==> config.mk <==
export PLATFORM = sky130hd
export DESIGN_NAME = spi_i2c_arbiter
export DESIGN_NICKNAME = d
export VERILOG_FILES = /design/src/rtl/arb_pkg.sv /design/src/rtl/arb_sync.sv /design/src/rtl/arb_edge.sv /design/src/rtl/arb_fsm.sv /design/src/rtl/spi_i2c_arbiter.sv
export SDC_FILE = /design/constraint.sdc
export NUM_CORES = 1
export LEC_CHECK = 0
export BUFFER_PORTS_ARGS = -buffer_cell sky130_fd_sc_hd__buf_2
export CORE_MARGIN = 10
export CORE_UTILIZATION = 35
export CTS_CLUSTER_SIZE = 12
export DETAILED_ROUTE_END_ITERATION = 12
export GPL_TIMING_DRIVEN = 1
export SYNTH_ARGS = -nofsm -noshare
export SYNTH_HDL_FRONTEND = slang
export SYNTH_SLANG_ARGS = --single-unit
export TNS_END_PERCENT = 1
==> constraint.sdc <==
create_clock -name clk -period 1.51 [get_ports clk]
set_clock_uncertainty 0.05 [all_clocks]
set_input_delay 0.0755 -clock clk [delete_from_list [all_inputs] [get_ports clk]]
set_output_delay 0.0755 -clock clk [all_outputs]
set_load 0.05 [all_outputs]
==> src/rtl/arb_pkg.sv <==
package arb_pkg;

    localparam int SYNC_STAGES = 2;

    typedef enum logic [1:0] {
        ST_IDLE   = 2'd0,
        ST_MASK   = 2'd1,
        ST_STALL  = 2'd2,
        ST_RESUME = 2'd3
    } arb_state_t;

    typedef struct packed {
        logic ack_en;
        logic stall_req;
        logic resume;
    } arb_ctl_t;

    localparam arb_ctl_t CTL_IDLE = '{ack_en: 1'b1, stall_req: 1'b0, resume: 1'b0};

    // pick the frame class from the bus status at frame start
    function automatic arb_state_t frame_class(input logic master_act);
        return master_act ? ST_STALL : ST_MASK;
    endfunction

    // a frame with no command byte ends when chip select rises
    function automatic logic frame_over(input logic done_rise, input logic cs_rise,
                                        input logic started, input logic start_now);
        return done_rise || (cs_rise && !started && !start_now);
    endfunction

endpackage

==> src/rtl/arb_sync.sv <==
module arb_sync #(
    parameter int   STAGES  = 2,
    parameter logic RST_VAL = 1'b0
) (
    input  logic clk,
    input  logic rst,
    input  logic d,
    output logic q
);
    logic [STAGES-1:0] chain;

    generate
        for (genvar i = 0; i < STAGES; i++) begin : g_stage
            if (i == 0) begin : g_first
                always_ff @(posedge clk) begin
                    if (rst) chain[0] <= RST_VAL;
                    else     chain[0] <= d;
                end
            end else begin : g_next
                always_ff @(posedge clk) begin
                    if (rst) chain[i] <= RST_VAL;
                    else     chain[i] <= chain[i-1];
                end
            end
        end
    endgenerate

    assign q = chain[STAGES-1];
endmodule

==> src/rtl/arb_edge.sv <==
module arb_edge #(
    parameter logic RST_VAL = 1'b0
) (
    input  logic clk,
    input  logic rst,
    input  logic lvl,
    output logic rise,
    output logic fall
);
    logic prev;

    always_ff @(posedge clk) begin
        if (rst) prev <= RST_VAL;
        else     prev <= lvl;
    end

    assign rise = lvl && !prev;
    assign fall = !lvl && prev;
endmodule

==> src/rtl/arb_fsm.sv <==
module arb_fsm
    import arb_pkg::*;
(
    input  logic     clk,
    input  logic     rst,
    input  logic     cs_fall,
    input  logic     cs_rise,
    input  logic     done_rise,
    input  logic     cmd_start,
    input  logic     bus_busy,
    input  logic     master_act,
    input  logic     start_det,
    input  logic     stall_ack,
    output arb_ctl_t ctl
);
    arb_state_t state;
    logic       started;
    logic       acked;
    logic       ending;

    assign ending = frame_over(done_rise, cs_rise, started, cmd_start);

    always_ff @(posedge clk) begin
        if (rst) begin
            state   <= ST_IDLE;
            ctl     <= CTL_IDLE;
            started <= 1'b0;
            acked   <= 1'b0;
        end else begin
            ctl.resume <= 1'b0;
            case (state)
                ST_IDLE, ST_RESUME: begin
                    state <= ST_IDLE;
                    if (cs_fall) begin
                        started <= 1'b0;
                        acked   <= 1'b0;
                        state   <= frame_class(master_act);
                        if (master_act) begin
                            ctl.stall_req <= 1'b1;
                            ctl.ack_en    <= 1'b0;
                        end else begin
                            ctl.ack_en    <= bus_busy;
                        end
                    end
                end
                ST_MASK: begin
                    if (cmd_start) started <= 1'b1;
                    if (start_det) ctl.ack_en <= 1'b0;
                    if (ending) begin
                        state      <= ST_IDLE;
                        ctl.ack_en <= 1'b1;
                    end
                end
                ST_STALL: begin
                    if (cmd_start) started <= 1'b1;
                    if (stall_ack) acked <= 1'b1;
                    if (ending) begin
                        ctl.stall_req <= 1'b0;
                        ctl.ack_en    <= 1'b1;
                        if (acked || stall_ack) begin
                            state      <= ST_RESUME;
                            ctl.resume <= 1'b1;
                        end else begin
                            state      <= ST_IDLE;
                        end
                    end
                end
                default: state <= ST_IDLE;
            endcase
        end
    end

    assert_stall_masks_ack_R4: assert property (@(posedge clk) disable iff (rst)
        ctl.stall_req |-> !ctl.ack_en);

    assert_stall_hold_R5: assert property (@(posedge clk) disable iff (rst)
        (ctl.stall_req && !done_rise && !cs_rise) |=> ctl.stall_req);

    assert_resume_single_R6: assert property (@(posedge clk) disable iff (rst)
        ctl.resume |=> !ctl.resume);

    assert_resume_after_stall_R6: assert property (@(posedge clk) disable iff (rst)
        ctl.resume |-> $past(ctl.stall_req));

    assert_ack_fall_cause_R7: assert property (@(posedge clk) disable iff (rst)
        $fell(ctl.ack_en) |-> $past(cs_fall || start_det));

endmodule

==> src/rtl/spi_i2c_arbiter.sv <==
module spi_i2c_arbiter
    import arb_pkg::*;
#(
    parameter int SYNC_DEPTH = SYNC_STAGES
) (
    input  logic clk,
    input  logic rst,
    input  logic spi_cs_n,
    input  logic spi_cmd_start,
    input  logic spi_cmd_done,
    input  logic i2c_bus_busy,
    input  logic i2c_master_active,
    input  logic i2c_start_seen,
    input  logic i2c_addr_match,
    input  logic i2c_stall_ack,
    output logic i2c_slave_ack_en,
    output logic i2c_addr_ack,
    output logic i2c_stall_req,
    output logic i2c_resume
);
    logic     cs_n_s, done_s;
    logic     cs_rise_n, cs_fall_n;
    logic     done_rise, done_fall_unused;
    arb_ctl_t ctl;

    arb_sync #(.STAGES(SYNC_DEPTH), .RST_VAL(1'b1)) i_sync_cs (
        .clk(clk), .rst(rst), .d(spi_cs_n), .q(cs_n_s));

    arb_sync #(.STAGES(SYNC_DEPTH), .RST_VAL(1'b0)) i_sync_done (
        .clk(clk), .rst(rst), .d(spi_cmd_done), .q(done_s));

    arb_edge #(.RST_VAL(1'b1)) i_edge_cs (
        .clk(clk), .rst(rst), .lvl(cs_n_s), .rise(cs_rise_n), .fall(cs_fall_n));

    arb_edge #(.RST_VAL(1'b0)) i_edge_done (
        .clk(clk), .rst(rst), .lvl(done_s), .rise(done_rise), .fall(done_fall_unused));

    arb_fsm i_fsm (
        .clk(clk), .rst(rst),
        .cs_fall(cs_fall_n), .cs_rise(cs_rise_n), .done_rise(done_rise),
        .cmd_start(spi_cmd_start),
        .bus_busy(i2c_bus_busy), .master_act(i2c_master_active),
        .start_det(i2c_start_seen), .stall_ack(i2c_stall_ack),
        .ctl(ctl));

    assign i2c_slave_ack_en = ctl.ack_en;
    assign i2c_stall_req    = ctl.stall_req;
    assign i2c_resume       = ctl.resume;
    assign i2c_addr_ack     = i2c_addr_match && ctl.ack_en;

    assert_quiet_after_cs_R10: assert property (@(posedge clk) disable iff (rst)
        ($fell(i2c_slave_ack_en) && !i2c_stall_req) |-> ($past(i2c_start_seen) || !cs_n_s));

endmodule

==> flow_metrics.tcl <==
set metrics [dict create \
    yosysTopAreaCell "dfxtp_1" \
    cts_tree "yes" \
    clock_sinks 13 \
    crit_arrival_ns 1.57 \
    holdPathStages 3 \
    outcome "complete, no violations" \
    worstReg2RegEnd "i_fsm.ctl[2]" \
    dp_hpwl_um 933 \
    ys.flop_type "dfxtp_1" \
    netlist_area_um2 597 \
    cts_root_buffer "clkbuf_4" \
    vdd_drop_max_uv 682 \
    synth-seq-cells 13 \
    cap_violations 0 \
    clk_pin_slew_ns 0.08 \
    cp_max_fo 2 \
    grtUsageTotal_pct 6.90 \
    clk_latency_ns 0.28 \
    rows 14 \
    slew_headroom_pct 77.0 \
    route.detailed.drc 0 \
    synth_edf_count 0 \
    powerDensity_nw_per_um2 1390 \
    fin_ws_ns 0.0508 \
    start_util_pct 38.3 \
    clockBufferDepth 2 \
    num_vias 483 \
    dr.pass1.iters 4 \
    numCtsBuffers 3 \
    critPathRequiredTime_ns 1.62 \
    r2r_slack_ns 0.05 \
    post-route-util_pct 47.6 \
    dp_slack_ns -0.0464 \
    post_dp_cell_area_um2 681 \
    setup_viol 0 \
    ios 14 \
    core_area_um2 1560 \
    detail_route.iter0.violations 7 \
    grt_max_degree 16 \
    slew_violations 0 \
    place_congestion 0.692 \
    antennaDiodeCount 0 \
    ant_nets 0 \
    ys_top_cells_by_area "dfxtp_1 44%, nor2b_1 6.3%, nor3_1 5.0%" \
    area_growth_syn_to_layout_pct 24.3 \
    synth_nets 75 \
    r2r_cells 6 \
    die_area_um2 3760 \
    finalInstanceArea_um2 742 \
    grt.overflow.total 0 \
    antenna_found_initial 0 \
    grt_pass1_wl_um 1910 \
    die_h_um 61.3 \
    die_w_um 61.3 \
    postCtsSetupRepairBufs 0 \
    worstHoldStart "i2c_stall_ack" \
    hold-path-endpoint "i_fsm.acked" \
    synth_cell_types 24 \
    r2r_start "i_fsm.state[1]" \
    critPathKind "reg2reg" \
    wire_per_inst_um 13.8 \
    yosysSeqAreaShare_pct 43.6 \
    yosysWarnings 0 \
    grt_pass1_vias 437 \
    nets 94 \
    max_freq_ghz 0.685 \
    fin_crit_sh_pct 96.6 \
    min_path_type "in2reg" \
    syn_avg_cell_area_um2 9.47 \
    routed_via_density 4.98 \
    totalWireLength_um 1340 \
    numPortBuffers 13 \
    critPathLaunchType "register" \
    drive_gt1_share_pct 34.6 \
    cts.htree.levels 1 \
    finalHoldViolations 0 \
    synth_top_area_share_pct 43.6 \
    synthArstFlopShare_pct 0 \
    worstSetupEndpointType "register" \
    max_slew.worst_pin.slew_ns 0.343 \
    postSynthCellCount 63 \
    leakagePower_nw 0.294 \
    post-route-min-period_ns 1.46 \
]
## how the worst max path moves through the flow
stage / start / end / slack, ns / cells past startpoint
after floorplan: i_fsm.state[0] / i_fsm.ctl[2] / 0.15 / 7
after global placement: i_fsm.state[0] / i_fsm.state[0] / -0.06 / 6
after detailed placement: i_fsm.state[0] / i_fsm.state[0] / -0.05 / 6
after CTS: i_fsm.state[0] / i_fsm.state[0] / 0.002 / 6
after global routing: i_fsm.state[0] / i_fsm.state[0] / -0.03 / 6
final: i_fsm.state[1] / i_fsm.ctl[2] / 0.05 / 6
## per-layer routing
layer	up-vias	global-route usage [%]	wire, µm
li1	257	-	-
met1	212	7.39	630
met2	10	10.9	613
met3	4	3.91	74
met4	0	2.93	17
met5	-	0	0
## sequential cells by signal, indices dropped and copies added, names as in the netlist
| name | flops |
|---|---|
| i_sync_cs.chain | 1 |
| i_fsm.state | 2 |
| i_edge_done.prev | 1 |
| i_fsm.started | 1 |
| i_fsm.acked | 1 |
| i_sync_done.q | 1 |
| i_sync_cs.q | 1 |
| i_sync_done.chain | 1 |
| i_fsm.ctl | 3 |
| i_edge_cs.prev | 1 |
## cells in the mapped netlist, types with 2 or more instances
cell type	number
nand2b_1	2
or2_2	3
nor2b_1	6
a211oi_2	2
a21oi_1	4
a31oi_1	2
inv_1	2
o21ai_0	2
ha_1	2
nor3_1	6
dfxtp_1	13
a211oi_1	3
nor2_1	5
## critical path, stage by stage, from the launching register on
cell      delay [ns]
dfxtp_2         0.37
inv_1           0.06
ha_1            0.18
nor2b_1         0.15
o21a_1          0.16
a211oi_1        0.25
a211oi_2        0.10
## layout by cell type (no fill, tap or decap), types with 3 or more instances in the layout
master    instances
a211oi_1          3
nor2_1            5
a21oi_1           4
dfxtp_1          12
clkbuf_4          3
buf_2            13
or2_2             3
nor3_1            6
nor2b_1           6
## power breakdown
| group | switching [W] | internal, W |
|---|---|---|
| clock network | 0.000120 | 0.0000984 |
| logic | 0.000238 | 0.000157 |
| registers | 0.0000328 | 0.000386 |
## final cells by class
type                            instances  area [µm²]
Fill cell                             155         817
Multi-Input combinational cell         46         333
Sequential cell                        13         262
Timing Repair Buffer                   16        92.6
Clock buffer                            3        22.5
Tap cell                               16        20.0
Inverter                                2        7.51
Clock inverter                          1        5.00
## timing repair
action / in CTS / in global routing
gates resized for setup: 1 / 2
setup endpoints to repair: 2 / 1
hold buffers: 2 / 0
hold endpoints to repair: 2 / 0
pin swaps: 0 / 1
## per-stage QoR
step | hold slack (ns) | std cells | total power [W] | TNS, ns
floorplan | 0.0971 | 63 | 0.000704 | 0
global placement | 0.209 | 91 | 0.000785 | -0.0811
detailed placement | 0.212 | 91 | 0.000787 | -0.0464
CTS | 0.0472 | 97 | 0.00101 | 0
global route | 0.0764 | 97 | 0.00109 | -0.0449
finish | 0.0408 | 97 | 0.00103 | 0
## kinds of logic (layout without fill, tap and decap cells)
family	count (synthesis)	in the layout	share of synthesized area (%)
compound gates	16	16	19.1
simple gates	28	28	30.4
flops	13	13	43.6
fa+ha+maj	2	2	4.19
buf+inv	4	22	2.72
(Power assumes the default switching activity.)
